[src/rtl/bsa_pkg.sv]
package bsa_pkg;

    typedef enum logic [1:0] {
        ST_IDLE  = 2'd0,
        ST_DEFER = 2'd1,
        ST_SEND  = 2'd2,
        ST_TAIL  = 2'd3
    } arb_state_t;

endpackage

[src/rtl/bsa_carrier_sense.sv]
module bsa_carrier_sense #(
    parameter int IDLE_ONES    = 8,
    parameter int BACKOFF_ONES = 10
) (
    input  logic clk,
    input  logic rst,
    input  logic bit_en,
    input  logic line_cxd,
    input  logic backoff,
    output logic bus_idle
);
    localparam int MAX_ONES = (BACKOFF_ONES > IDLE_ONES) ? BACKOFF_ONES : IDLE_ONES;
    localparam int CNT_W    = $clog2(MAX_ONES + 1);

    logic [CNT_W-1:0] run_q;
    logic [CNT_W-1:0] run_d;
    logic [CNT_W-1:0] limit;

    // Count of consecutive ones including the sample taken at this boundary
    always_comb begin
        if (!line_cxd) begin
            run_d = '0;
        end else if (run_q == CNT_W'(MAX_ONES)) begin
            run_d = run_q;
        end else begin
            run_d = run_q + 1'b1;
        end
        limit    = backoff ? CNT_W'(BACKOFF_ONES) : CNT_W'(IDLE_ONES);
        bus_idle = (run_d >= limit);
    end

    always_ff @(posedge clk) begin
        if (rst) begin
            run_q <= '0;
        end else if (bit_en) begin
            run_q <= run_d;
        end
    end

endmodule

[src/rtl/bsa_priority_rotor.sv]
module bsa_priority_rotor (
    input  logic clk,
    input  logic rst,
    input  logic won,
    input  logic other_seen,
    output logic backoff
);
    // Set after a successful frame; cleared once another station is seen
    always_ff @(posedge clk) begin
        if (rst) begin
            backoff <= 1'b0;
        end else if (won) begin
            backoff <= 1'b1;
        end else if (other_seen) begin
            backoff <= 1'b0;
        end
    end

endmodule

[src/rtl/bsa_collision_detect.sv]
module bsa_collision_detect (
    input  logic bit_en,
    input  logic sending,
    input  logic line_txd,
    input  logic line_cxd,
    output logic collide
);
    // Released (1) locally but pulled low by someone else during the period
    assign collide = bit_en && sending && line_txd && !line_cxd;

endmodule

[src/rtl/bus_access_arbiter.sv]
module bus_access_arbiter
    import bsa_pkg::*;
#(
    parameter int IDLE_ONES    = 8,
    parameter int BACKOFF_ONES = 10
) (
    input  logic clk,
    input  logic rst,
    input  logic bit_en,
    input  logic tx_req,
    input  logic tx_data,
    input  logic tx_last,
    output logic tx_ack,
    output logic tx_lost,
    output logic line_txd,
    input  logic line_cxd
);
    arb_state_t state;
    arb_state_t state_nxt;

    logic bus_idle;
    logic backoff;
    logic collide;
    logic sending;
    logic quiet;
    logic take_bit;
    logic release_line;
    logic lose;
    logic win;
    logic other_seen;

    assign sending    = (state == ST_SEND) || (state == ST_TAIL);
    assign quiet      = (state == ST_IDLE) || (state == ST_DEFER);
    assign other_seen = (bit_en && quiet && !line_cxd) || lose;

    bsa_carrier_sense #(
        .IDLE_ONES    (IDLE_ONES),
        .BACKOFF_ONES (BACKOFF_ONES)
    ) u_sense (
        .clk      (clk),
        .rst      (rst),
        .bit_en   (bit_en),
        .line_cxd (line_cxd),
        .backoff  (backoff),
        .bus_idle (bus_idle)
    );

    bsa_priority_rotor u_rotor (
        .clk        (clk),
        .rst        (rst),
        .won        (win),
        .other_seen (other_seen),
        .backoff    (backoff)
    );

    bsa_collision_detect u_coll (
        .bit_en   (bit_en),
        .sending  (sending),
        .line_txd (line_txd),
        .line_cxd (line_cxd),
        .collide  (collide)
    );

    // Next state and per-cycle decisions
    always_comb begin
        state_nxt    = state;
        take_bit     = 1'b0;
        release_line = 1'b0;
        lose         = 1'b0;
        win          = 1'b0;
        unique case (state)
            ST_IDLE: begin
                if (tx_req) begin
                    state_nxt = ST_DEFER;
                end
            end
            ST_DEFER: begin
                if (!tx_req) begin
                    state_nxt = ST_IDLE;
                end else if (bit_en && bus_idle) begin
                    take_bit  = 1'b1;
                    state_nxt = tx_last ? ST_TAIL : ST_SEND;
                end
            end
            ST_SEND: begin
                if (bit_en) begin
                    if (collide) begin
                        lose         = 1'b1;
                        release_line = 1'b1;
                        state_nxt    = tx_req ? ST_DEFER : ST_IDLE;
                    end else if (!tx_req) begin
                        release_line = 1'b1;
                        state_nxt    = ST_IDLE;
                    end else begin
                        take_bit  = 1'b1;
                        state_nxt = tx_last ? ST_TAIL : ST_SEND;
                    end
                end
            end
            ST_TAIL: begin
                if (bit_en) begin
                    release_line = 1'b1;
                    lose         = collide;
                    win          = !collide;
                    state_nxt    = ST_IDLE;
                end
            end
            default: state_nxt = ST_IDLE;
        endcase
    end

    assign tx_ack = take_bit;

    // State register
    always_ff @(posedge clk) begin
        if (rst) begin
            state <= ST_IDLE;
        end else begin
            state <= state_nxt;
        end
    end

    // Registered outputs
    always_ff @(posedge clk) begin
        if (rst) begin
            line_txd <= 1'b1;
            tx_lost  <= 1'b0;
        end else begin
            tx_lost <= lose;
            if (take_bit) begin
                line_txd <= tx_data;
            end else if (release_line) begin
                line_txd <= 1'b1;
            end
        end
    end

endmodule

[config.mk]
export PLATFORM = sky130hd
export DESIGN_NAME = bus_access_arbiter
export DESIGN_NICKNAME = d
export VERILOG_FILES = /design/src/rtl/bsa_pkg.sv /design/src/rtl/bsa_carrier_sense.sv /design/src/rtl/bsa_priority_rotor.sv /design/src/rtl/bsa_collision_detect.sv /design/src/rtl/bus_access_arbiter.sv
export SDC_FILE = /design/constraint.sdc
export NUM_CORES = 1
export LEC_CHECK = 0
export BUFFER_PORTS_ARGS = -buffer_cell sky130_fd_sc_hd__buf_2
export CORE_MARGIN = 10
export CORE_UTILIZATION = 35
export CTS_CLUSTER_SIZE = 8
export DETAILED_ROUTE_END_ITERATION = 7
export GPL_ROUTABILITY_DRIVEN = 0
export PLACE_DENSITY = 0.53
export SYNTH_ARGS = -nofsm -noshare
export SYNTH_HDL_FRONTEND = slang
export SYNTH_HIERARCHICAL = 1
export SYNTH_SLANG_ARGS = --single-unit
[constraint.sdc]
create_clock -name clk -period 6 [get_ports clk]
set_clock_uncertainty 0.15 [all_clocks]
set_input_delay 0.6 -clock clk [delete_from_list [all_inputs] [get_ports clk]]
set_output_delay 0.6 -clock clk [all_outputs]
set_load 0.01 [all_outputs]
After elaboration in Yosys (flattened, before gate mapping) --
Index checks and enable logic that the tools add are counted.
Storage, ports and cells: flip-flop bits (word level) 9, input bits 7, output and inout bits 3, word-level logic and storage cells 64
Cells by class: add/sub/neg operators 1, $lt $le $gt $ge 1, equality and inequality tests 8, mux-type cells 34, reductions and logical operators 15
Operators with widths (count):
- $mux W1 | 20
- $mux W2 | 8
- $mux W4 | 2
- $pmux W2 S4 | 1
- $logic_and A1 B1 Y1 | 6
- $ne A2 B2 Y1 const B | 3
- $pmux W1 S2 | 3
- $add A4 B1 Y4 const B | 1
- $eq A2 B2 Y1 const B | 2
- $eq A4 B4 Y1 const B | 1
- $ge A4 B4 Y1 | 1
- $reduce_and A4 Y1 | 1
- $reduce_bool A2 Y1 | 2
- $logic_or A1 B1 Y1 | 3
- $ne A3 B2 Y1 const B | 1
- $eq A2 B1 Y1 const B | 1
- $logic_not A1 Y1 | 2
- $logic_not A2 Y1 | 1

Depth between registers and ports, before layout --
Gate-level depths: netlist (run 1).
word-level depth 11, mapped depth 10, gate-level depth less buffers 10

Hierarchy --
The synthesis (run 1) kept the hierarchy.
By module, submodules not included:
- bus_access_arbiter | times used 1, cells an instance 43, area each 367.9 sq um, sequential area each 80.1 sq um
- bsa_carrier_sense | times used 1, cells an instance 34, area each 266.5 sq um, sequential area each 80.1 sq um
- bsa_priority_rotor | times used 1, cells an instance 4, area each 38.8 sq um, sequential area each 20.0 sq um
- bsa_collision_detect | times used 1, cells an instance 1, area each 10.0 sq um, sequential area each 0.0 sq um

Worst setup path before layout (run 1) --
OpenSTA, ideal clock, no wires.
path type reg2out, start register u_sense.run_q[0], end output tx_ack, arrival 1.682 ns, data required time 5.250 ns, slack 3.568 ns, stages on the path, launching flop included 9, buffers on the path 0, cell sequence dfxtp_1 > inv_1 > ha_1 > nand2b_1 > ha_1 > o21ai_0 > a31oi_1 > a21oi_1 > nor2_1
On the way: word-level cells in the longest chain between the ends 8, elaborated cells between the ends (all ways) 9, those cells by class 1 x add/sub; 1 x order compare; 1 x eq/ne; 5 x mux; 1 x reduce/logical
Ends and longest elaborated chain:
- start, declared | RTL line bsa_carrier_sense.sv:15 | logic [CNT_W-1:0] run_q;
- start signal, assigned | RTL line bsa_carrier_sense.sv:36 | run_q <= run_d;
- $add A4 B1 Y4 / $eq A4 B4 Y1 (equally long branches) | RTL line bsa_carrier_sense.sv:26, bsa_carrier_sense.sv:23
- $mux W4 (*) | RTL line bsa_carrier_sense.sv:23 | end else if (run_q == CNT_W'(MAX_ONES)) begin
- $mux W4 (*) | RTL line bsa_carrier_sense.sv:21 | if (!line_cxd) begin
- $ge A4 B4 Y1 (*) | RTL line bsa_carrier_sense.sv:29 | bus_idle = (run_d >= limit);
- named net bus_idle | RTL line bus_access_arbiter.sv:21 | logic bus_idle;
- $logic_and A1 B1 Y1 (*) | RTL line bus_access_arbiter.sv:80 | end else if (bit_en && bus_idle) begin
- $mux W1 (*) | RTL line bus_access_arbiter.sv:80
- $mux W1 (*) | RTL line bus_access_arbiter.sv:78 | if (!tx_req) begin
- $pmux W1 S2 (*) | RTL line bus_access_arbiter.sv:71 | unique case (state)
- end, declared | RTL line bus_access_arbiter.sv:13 | output logic tx_ack,
The timed path passes the listed nets; every way through them passes the cells marked *.

Worst setup path in the final report (run 1) --
Same ends and word-level chain as after synthesis.

==> results of run 1 <==
==> power groups by stage <==
stage	clock network [mW]	logic, mW	registers [mW]
global placement	0	0.0418	0.0669
CTS	0.0491	0.0415	0.0658
finish	0.0462	0.0417	0.0659
global route	0.0531	0.0483	0.0661
floorplan	0	0.0302	0.0663
detailed placement	0	0.0413	0.0672
==> Yosys cell counts, drive strengths merged <==
cell and n:
dfxtp 9, ha 9, nand2 8, inv 7, a21oi 6, nor2 5, nand3 3, nor2b 3
o21ai 3, or2 3, a211oi 2, and2 2, mux2i 2, nand2b 2, nor3b 2, o31ai 2
xnor2 2, a311oi 1, a31oi 1, a41oi 1, and2b 1, and3 1, and4b 1, nand3b 1
nor3 1, o2111ai 1, o211a 1, o211ai 1, or2b 1
==> metrics by stage <==
step | power [mW] | instance area (µm²)
global placement | 0.109 | 759
CTS | 0.156 | 786
detailed placement | 0.109 | 759
global route | 0.167 | 786
finish | 0.154 | 786
floorplan | 0.0965 | 683
==> routing by layer <==
layer  vias to the layer above  part of all wire  wire length, µm
met5                         -                 0                0
met4                         0                 0                0
met3                         0             0.089              133
met2                        17              0.41              615
met1                       265              0.50              739
li1                        315                 -                -
==> flip-flops by register name, indices dropped and copies added, names as in the netlist <==
name / cells
line_txd: 1
state: 2
tx_lost: 1
u_rotor/backoff: 1
u_sense/run_q: 4
==> path summary, 6_finish.rpt <==
path,start,end
worst max-delay path,u_sense/run_q[0]$_SDFFE_PP0P_,tx_ack
worst min-delay path,u_rotor/backoff$_SDFFE_PP0P_,u_rotor/backoff$_SDFFE_PP0P_
worst max register to register,u_sense/run_q[0]$_SDFFE_PP0P_,state[0]$_SDFFE_PP0P_
worst min register to register,u_rotor/backoff$_SDFFE_PP0P_,u_rotor/backoff$_SDFFE_PP0P_
==> placed cells by master (no fill, tap or decap), types with 2 or more instances in the layout <==
| cell | netlist | final |
|---|---|---|
| a21oi_1 | 5 | 5 |
| nor2b_1 | 3 | 3 |
| and2_1 | 2 | 2 |
| dfxtp_1 | 9 | 9 |
| inv_1 | 7 | 7 |
| nand3_1 | 3 | 3 |
| buf_2 | 0 | 9 |
| nor2_1 | 5 | 5 |
| or2_2 | 2 | 2 |
| nand2b_1 | 2 | 2 |
| mux2i_1 | 2 | 2 |
| clkbuf_4 | 0 | 3 |
| ha_1 | 9 | 9 |
| o21ai_0 | 3 | 3 |
| xnor2_1 | 2 | 2 |
| nor3b_1 | 2 | 2 |
| nand2_1 | 8 | 8 |
| a211oi_1 | 2 | 2 |
==> logic make-up (layout without fill, tap and decap cells) <==
group / count (synthesis) / in the layout
XOR/XNOR: 2 / 2
flip-flops: 9 / 9
AO/OA/AOI/OAI: 19 / 19
multiplexers: 2 / 2
adder cells (fa/ha/maj): 9 / 9
AND/OR/NAND/NOR: 34 / 34
buffers and inverters: 7 / 20
==> tightest hold or removal path: cells and delay by family, from the launching register on <==
family,cells,cell delay (ns)
AO/OA/AOI/OAI,1,0.06
AND/OR/NAND/NOR,1,0.09
flip-flops,1,0.31
==> cell type report <==
class,count,share of cell area
clock buffer,4,0.0334
inverter,7,0.0334
multi-input combinational,66,0.607
sequential,9,0.229
tap,25,0.0398
timing repair buffer,9,0.0573
==> flow_summary.json, run 1 <==
{
  "post_synth_and_or_nand_nor_area_fraction": 0.282,
  "synthesis_stage_register_bit_count": 9,
  "global_route.usage.met2": 0.101,
  "timing.critical_path.slowest_cell_delay_ns": 0.40,
  "synthMuxAreaShare": 0.0293,
  "pre_cts_ws_ns": 3.33,
  "reg2reg_setup_slack_ns": 3.62,
  "synth-adder-area-share": 0.165,
  "ctsHoldBuffers": 0,
  "placement.io_buffers": 9,
  "top_level_ports": 10,
  "synthesized_instance_count": 82,
  "post-synth-top-area-fraction": 0.264,
  "worst-r2r-cell-count": 10,
  "power_frac_seq": 0.429,
  "multi_input_area_um2": 477,
  "placed_cells": 116,
  "grt_use_met3": 0.0488,
  "synth_area_um2": 683,
  "globalRouteTotalUtil": 0.0756,
  "tns_ns": 0,
  "post-cts-setup-buffer-count": 0,
  "hold_class": "register to register",
  "cts_htree_levels": 1,
  "chain_of_cells_forming_the_critical_path": "inv_1, ha_1, nand2b_1, ha_1, o21ai_0, a31oi_1, a21oi_1, nor2_1, buf_2",
  "flip_flop_and_latch_area_um2": 180,
  "worst_ep_required_time_ns": 5.25,
  "detail_route.drc_violations": 0,
  "yosysTopAreaCell": "dfxtp_1",
  "grt_overflow_total": 0,
  "crit_fanout": 5,
  "power_switching_share": 0.310,
  "tightestPinTransition_ns": 0.298,
  "path_buf_inv": 2,
  "drt-pass1-iter-count": 4,
  "netSwitchingPower_uw": 47.6,
  "routed_wirelength_mm": 1.49,
  "vias_in_the_first_global_route": 543,
  "wl_per_cell_um": 12.4,
  "timing.critical_path.max_delay_family": "adder cells",
  "synth-xor-area-share": 0.0256,
  "clkSlewWorstSetupHoldPaths_ns": 0.06,
  "criticalPathCategory": "register to primary output",
  "detail-route-antenna-nets": 0,
  "grt_pass1_wl_mm": 2.59,
  "layout.cells.non_filler": 120,
  "post_cts_sizing_count": 0,
  "drt-vias-per-instance": 4.98,
  "tritoncts": "done",
  "cts-buffers-inserted": 3,
  "internal-power_uw": 106,
  "synth.top_cells.by_area": "dfxtp_1, ha_1, nand2_1",
  "synthesis.nets": 98,
  "syn_avg_cell_area_um2": 8.33,
  "drive_above_1_share": 0.189,
  "outcome": "finished clean",
  "min_period_over_period": 0.490,
  "fp.coreArea_um2": 1780,
  "finalNetCount": 112,
  "largest_net_degree_at_the_start_of_global_routing": 12,
  "drt_iter0_drc": 15,
  "power_density_nw_per_um2": 196,
  "clockPowerShare": 0.300,
  "max_slew_margin": 0.795,
  "global_route.peak_usage_layer": "met2",
  "fp-row-count": 15,
  "dp_hpwl_mm": 1.19,
  "cp_slowest_cell": "dfxtp_1",
  "timing.max_cap.violations": 0,
  "starting_density_of_the_core": 0.383,
  "synth_sequential_area_ratio": 0.264,
  "critical_path_arrival_ns": 2.19,
  "final_util": 0.441,
  "dieArea_um2": 4120,
  "largest_family_of_logic_cells_by_synthesized_area": "simple AND/OR/NAND/NOR gates",
  "die_w_um": 64.2,
  "area_growth_syn_to_layout_pct": 15.0,
  "clkLatencyLatePin_ns": 0.26,
  "clock_sink_count": 9,
  "fmaxAchievable_ghz": 0.340,
  "power.share.combinational": 0.271,
  "critPathCaptureType": "primary output",
  "crit_path_start_kind": "register",
  "globalRouteMet1Util": 0.0983,
  "synth_area_in_compound_gates": 0.196,
  "cts-root-to-sink-buffers": 2,
  "power_leakage_nw": 0.336,
  "critical_path_stages": 9,
  "antenna_cells_inserted": 0,
  "critPathMostFrequentCell": "ha_1",
  "via_count": 597,
  "hold_slack_ns": 0.350,
  "min_delay_path_depth": 2,
  "grt_setup_unrepaired": "no",
  "timing.final.setup_violations": 0,
  "post-route-worst-setup-slack_ns": 3.06,
  "layout_min_cycle_time_ns": 2.94,
  "clk_root_buffer_cell": "clkbuf_4",
  "synth_cell_types": 32,
  "timing_hold_violations_final": 0,
  "fillerInstances": 193,
  "final-max-slew-violation-count": 0,
  "irDropWorstVdd_mv": 0.122,
  "synthesis.yosys.warnings": 6,
  "grt_antenna_before_repair": 0,
  "die_h_um": 64.2
}
No activity file was read; power rests on OpenSTA's default activity.
==> run 2: changes to the inputs <==
==> constraint.sdc (replaced) <==
create_clock -name clk -period 2.75 [get_ports clk]
set_clock_uncertainty 0.15 [all_clocks]
set_input_delay 0.275 -clock clk [delete_from_list [all_inputs] [get_ports clk]]
set_output_delay 0.275 -clock clk [all_outputs]
set_load 0.01 [all_outputs]
==> flow_summary.json, run 2 (synthesized netlist as in run 1, its figures left out) <==
{
  "cts-buffers-inserted": 3,
  "routed_wirelength_mm": 1.50,
  "timing_hold_violations_final": 0,
  "tightestPinTransition_ns": 0.245,
  "clock_sink_count": 9,
  "multi_input_area_um2": 477,
  "crit_fanout": 5,
  "vias_in_the_first_global_route": 574,
  "timing.critical_path.slowest_cell_delay_ns": 0.39,
  "power_leakage_nw": 0.337,
  "worst_ep_required_time_ns": 2.33,
  "flip_flop_count_of_the_largest_register_after_layout": 4,
  "critical_path_arrival_ns": 2.16,
  "met2_length_um": 574,
  "crit_path_start_kind": "register",
  "power_density_nw_per_um2": 433,
  "flip_flop_and_latch_area_um2": 181,
  "drive_above_1_share": 0.200,
  "final-max-slew-violation-count": 0,
  "dp_hpwl_mm": 1.18,
  "cts-root-to-sink-buffers": 2,
  "tritoncts": "done",
  "top_level_ports": 10,
  "worst-r2r-cell-count": 8,
  "detailroute.wirelength.met3_um": 73,
  "outcome": "finished clean",
  "critPathCaptureType": "primary output",
  "drt-pass1-iter-count": 5,
  "timing.final.setup_violations": 0,
  "placement.io_buffers": 9,
  "drt_iter0_drc": 23,
  "wl_per_cell_um": 12.5,
  "cp_slowest_cell": "dfxtp_1",
  "grt_setup_unrepaired": "no",
  "fmaxAchievable_ghz": 0.387,
  "timing.max_cap.violations": 0,
  "detail_route.drc_violations": 0,
  "ctsHoldBuffers": 0,
  "worstHoldStart": "tx_data",
  "max_slew_margin": 0.832,
  "criticalPathCategory": "register to primary output",
  "starting_density_of_the_core": 0.383,
  "fp-row-count": 15,
  "largest_reg_by_ff_count": "u_sense/run_q",
  "layout_top_registers": "u_sense/run_q (4), state (2)",
  "finalNetCount": 112,
  "clkSlewWorstSetupHoldPaths_ns": 0.07,
  "hold_class": "input port to register",
  "final_cell_mix": "ha_1, buf_2, nand2_1, dfxtp_1, inv_1",
  "irDropWorstVdd_mv": 0.259,
  "timing.critical_path.max_delay_family": "simple AND/OR/NAND/NOR gates",
  "p_total_uw": 341,
  "min_period_over_period": 0.940,
  "grt_antenna_before_repair": 0,
  "tns_ns": 0,
  "fillerInstances": 188,
  "fp.coreArea_um2": 1780,
  "layout_min_cycle_time_ns": 2.58,
  "dieArea_um2": 4120,
  "die_w_um": 64.2,
  "reg2reg_setup_slack_ns": 0.45,
  "globalRouteTotalUtil": 0.0767,
  "worstHoldEndpoint": "line_txd$_SDFFE_PP1P_",
  "cts_htree_levels": 1,
  "grt_pass1_wl_mm": 2.59,
  "largest_net_degree_at_the_start_of_global_routing": 12,
  "die_h_um": 64.2,
  "min_delay_path_depth": 3,
  "worstReg2RegEnd": "state[0]$_SDFFE_PP0P_",
  "dr.max_layer_used": "met4",
  "clk_root_buffer_cell": "clkbuf_4",
  "path_buf_inv": 2,
  "area_growth_syn_to_layout_pct": 15.2,
  "critPathLaunch": "state[0]$_SDFFE_PP0P_",
  "drt-vias-per-instance": 4.96,
  "antenna_cells_inserted": 0,
  "via_count": 595,
  "detail-route-antenna-nets": 0,
  "met1_length_um": 834,
  "chain_of_cells_forming_the_critical_path": "inv_1, ha_1, or2_2, and4b_1, nor2b_1, a21oi_1, nor2_1, buf_2",
  "grt_overflow_total": 0,
  "hold_slack_ns": 0.113,
  "r2r-start": "state[0]$_SDFFE_PP0P_",
  "clkLatencyLatePin_ns": 0.26
}
[run 2: cell counts in the layout (fill, tap and decap cells not counted)]
No cell type changed its count.
[run 2: stage by stage]
step           cells  instance area (µm²)   util  worst slack (ns)
2_1_floorplan     82                  683      -             0.629
3_3_place_gp     116                  759  0.426             0.435
3_5_place_dp     116                  759  0.426             0.416
4_1_cts          120                  786  0.441             0.117
5_1_grt          120                  787  0.441            0.0133
6_report         120                  787  0.441             0.166
[run 2: worst max path at each step]
stage | end | slack (ns) | cells past startpoint
final | tx_ack | 0.17 | 8
after global routing | tx_ack | 0.01 | 8
after CTS | tx_ack | 0.12 | 9
after detailed placement | tx_ack | 0.42 | 9
after global placement | tx_ack | 0.44 | 8
after floorplan | state[0]$_SDFFE_PP0P_ | 0.63 | 10
[run 2: layout make-up]
| class | count | share of cell area |
|---|---|---|
| timing repair buffer | 9 | 0.0572 |
| tap | 25 | 0.0397 |
| sequential | 9 | 0.231 |
| inverter | 7 | 0.0334 |
| multi-input combinational | 66 | 0.606 |
| clock buffer | 4 | 0.0334 |
[run 2: timing repair]
item	CTS	global route
resized for setup	0	1
setup buffers	0	0
endpoints found under the setup margin	0	1
[run 2: power breakdown]
group / total (mW) / leakage (nW) / internal (mW) / switching, mW
combinational: 0.0907 / 0.248 / 0.0396 / 0.0511
clock: 0.107 / 0.0150 / 0.0560 / 0.0511
sequential: 0.143 / 0.0734 / 0.137 / 0.00676
total: 0.341 / 0.337 / 0.232 / 0.109
[run 2: worst reg2reg max path: cells and delay by family, from the launching register on]
family | cells | cell delay (ns)
fa+ha+maj | 1 | 0.23
compound gates | 2 | 0.48
buf+inv | 1 | 0.11
simple gates | 4 | 0.83
flops | 1 | 0.39
[run 2: metal layers]
metal	GRT usage	vias up
met5	0	-
met4	0.0321	0
met1	0.0985	272
met2	0.108	7
li1	-	314
met3	0.0331	2
==> run 3: changes to the inputs <==
--- a/config.mk
+++ b/config.mk
@@ -7,11 +7,11 @@
 export LEC_CHECK = 0
 export BUFFER_PORTS_ARGS = -buffer_cell sky130_fd_sc_hd__buf_2
 export CORE_MARGIN = 10
-export CORE_UTILIZATION = 35
+export CORE_UTILIZATION = 45
 export CTS_CLUSTER_SIZE = 8
 export DETAILED_ROUTE_END_ITERATION = 7
 export GPL_ROUTABILITY_DRIVEN = 0
-export PLACE_DENSITY = 0.53
+export PLACE_DENSITY = 0.65
 export SYNTH_ARGS = -nofsm -noshare
 export SYNTH_HDL_FRONTEND = slang
 export SYNTH_HIERARCHICAL = 1
==> flow_summary.json, run 3 (synthesized netlist as in run 1, its figures left out) <==
{
  "met2_length_um": 635,
  "grt_overflow_total": 0,
  "postLayoutCellArea_um2": 776,
  "max_slew_margin": 0.803,
  "fmaxAchievable_ghz": 0.394,
  "power.share.combinational": 0.278,
  "worstHoldStart": "tx_data",
  "worstHoldEndpoint": "line_txd$_SDFFE_PP1P_",
  "power_frac_seq": 0.426,
  "drt_iter0_drc": 6,
  "timing_hold_violations_final": 0,
  "min_delay_path_depth": 3,
  "dp_hpwl_mm": 1.13,
  "layout_min_cycle_time_ns": 2.54,
  "grt_pass1_wl_mm": 2.59,
  "placed_cells": 107,
  "fp-row-count": 14,
  "r2r-start": "u_sense/run_q[0]$_SDFFE_PP0P_",
  "chain_of_cells_forming_the_critical_path": "inv_1, ha_1, or2_2, and4b_1, nor2b_1, a21oi_1, nor2_1, buf_2",
  "hold_slack_ns": 0.140,
  "globalRouteTotalUtil": 0.0927,
  "clk_root_buffer_cell": "clkbuf_4",
  "final-max-slew-violation-count": 0,
  "die_w_um": 59.0,
  "tns_ns": 0,
  "cp_slowest_cell": "dfxtp_1",
  "cts-root-to-sink-buffers": 2,
  "dieArea_um2": 3480,
  "layout.cells.non_filler": 111,
  "flip_flop_count_of_the_largest_register_after_layout": 4,
  "detail-route-antenna-nets": 0,
  "detail_route.drc_violations": 0,
  "drt-pass1-iter-count": 4,
  "power_density_nw_per_um2": 433,
  "area_growth_syn_to_layout_pct": 13.6,
  "drive_above_1_share": 0.200,
  "met1_length_um": 683,
  "final_cell_mix": "ha_1, buf_2, nand2_1, dfxtp_1, inv_1",
  "power_leakage_nw": 0.337,
  "die_h_um": 59.0,
  "worst_ep_required_time_ns": 2.33,
  "antenna_cells_inserted": 0,
  "reg2reg_setup_slack_ns": 0.49,
  "grt_antenna_before_repair": 0,
  "routed_wirelength_mm": 1.39,
  "top_level_ports": 10,
  "hold_class": "input port to register",
  "drt-vias-per-instance": 5.33,
  "crit_fanout": 5,
  "dr.max_layer_used": "met4",
  "timing.max_cap.violations": 0,
  "internal-power_uw": 233,
  "final_util": 0.527,
  "timing.final.setup_violations": 0,
  "irDropWorstVdd_mv": 0.233,
  "outcome": "finished clean",
  "critPathCaptureType": "primary output",
  "layout_top_registers": "u_sense/run_q (4), state (2)",
  "critical_path_arrival_ns": 2.11,
  "vias_in_the_first_global_route": 631,
  "worstReg2RegEnd": "state[0]$_SDFFE_PP0P_",
  "finalNetCount": 112,
  "criticalPathCategory": "register to primary output",
  "clock_sink_count": 9,
  "crit_path_start_kind": "register",
  "placement.io_buffers": 9,
  "grt_setup_unrepaired": "no",
  "fp.coreArea_um2": 1470,
  "via_count": 592,
  "clkLatencyLatePin_ns": 0.25,
  "netSwitchingPower_uw": 103,
  "largest_reg_by_ff_count": "u_sense/run_q",
  "post_dp_cell_area_um2": 748,
  "clockPowerShare": 0.296,
  "worst-r2r-cell-count": 10,
  "starting_density_of_the_core": 0.464,
  "clkSlewWorstSetupHoldPaths_ns": 0.06,
  "tightestPinTransition_ns": 0.287,
  "tritoncts": "done",
  "min_period_over_period": 0.922,
  "wl_per_cell_um": 12.5,
  "timing.critical_path.slowest_cell_delay_ns": 0.37,
  "largest_net_degree_at_the_start_of_global_routing": 12,
  "cts_htree_levels": 1,
  "detailroute.wirelength.met3_um": 28,
  "cts-buffers-inserted": 3,
  "power_switching_share": 0.307
}
run 3: metrics by stage:
step,total power [mW],setup slack [ns]
after floorplan,0.211,0.629
after global placement,0.236,0.407
after detailed placement,0.239,0.439
after CTS,0.340,0.147
after global routing,0.362,0.0435
final,0.336,0.213
run 3: area by class of cell:
| cell class | count | area (µm²) |
|---|---|---|
| clock buffer | 4 | 26.3 |
| tap | 16 | 20.0 |
| sequential | 9 | 181 |
| inverter | 7 | 26.3 |
| multi-input combinational | 66 | 477 |
| timing repair buffer | 9 | 45.0 |
| fill | 153 | 696 |
run 3: critical path, delay by kind of cell (launching register included):
kind                       cells  cell delay, ns
and+or+nand+nor                4            0.93
DFF                            1            0.37
buffers and inverters          2            0.27
adders and majority gates      1            0.23
AOI/OAI and AO/OA              1            0.07
run 3: per-layer routing:
metal | global-route usage | up-vias
met5 | 0 | -
met1 | 0.104 | 266
met3 | 0.0215 | 4
met2 | 0.152 | 8
li1 | - | 314
met4 | 0.0623 | 0
run 3: worst max path at each step:
| stage | startpoint | endpoint | slack, ns | cells past startpoint |
|---|---|---|---|---|
| 6_report | state[0]$_SDFFE_PP0P_ | tx_ack | 0.21 | 8 |
| 5_1_grt | u_sense/run_q[0]$_SDFFE_PP0P_ | tx_ack | 0.04 | 9 |
| 4_1_cts | u_sense/run_q[0]$_SDFFE_PP0P_ | tx_ack | 0.15 | 9 |
| 3_5_place_dp | u_sense/run_q[0]$_SDFFE_PP0P_ | tx_ack | 0.44 | 9 |
| 3_3_place_gp | u_sense/run_q[0]$_SDFFE_PP0P_ | state[0]$_SDFFE_PP0P_ | 0.41 | 10 |
| 2_1_floorplan | u_sense/run_q[0]$_SDFFE_PP0P_ | state[0]$_SDFFE_PP0P_ | 0.63 | 10 |
run 3: what timing repair did:
item,CTS,global route
setup buffers,0,0
hold buffers,0,0
setup endpoints to repair,0,1
resized for setup,0,1
run 3: power groups by stage:
stage	clock network, mW	registers, mW	logic, mW
after floorplan	0	0.145	0.0659
after global placement	0	0.146	0.0903
after detailed placement	0	0.146	0.0929
after CTS	0.104	0.143	0.0931
after global routing	0.113	0.144	0.106
final	0.0995	0.143	0.0934
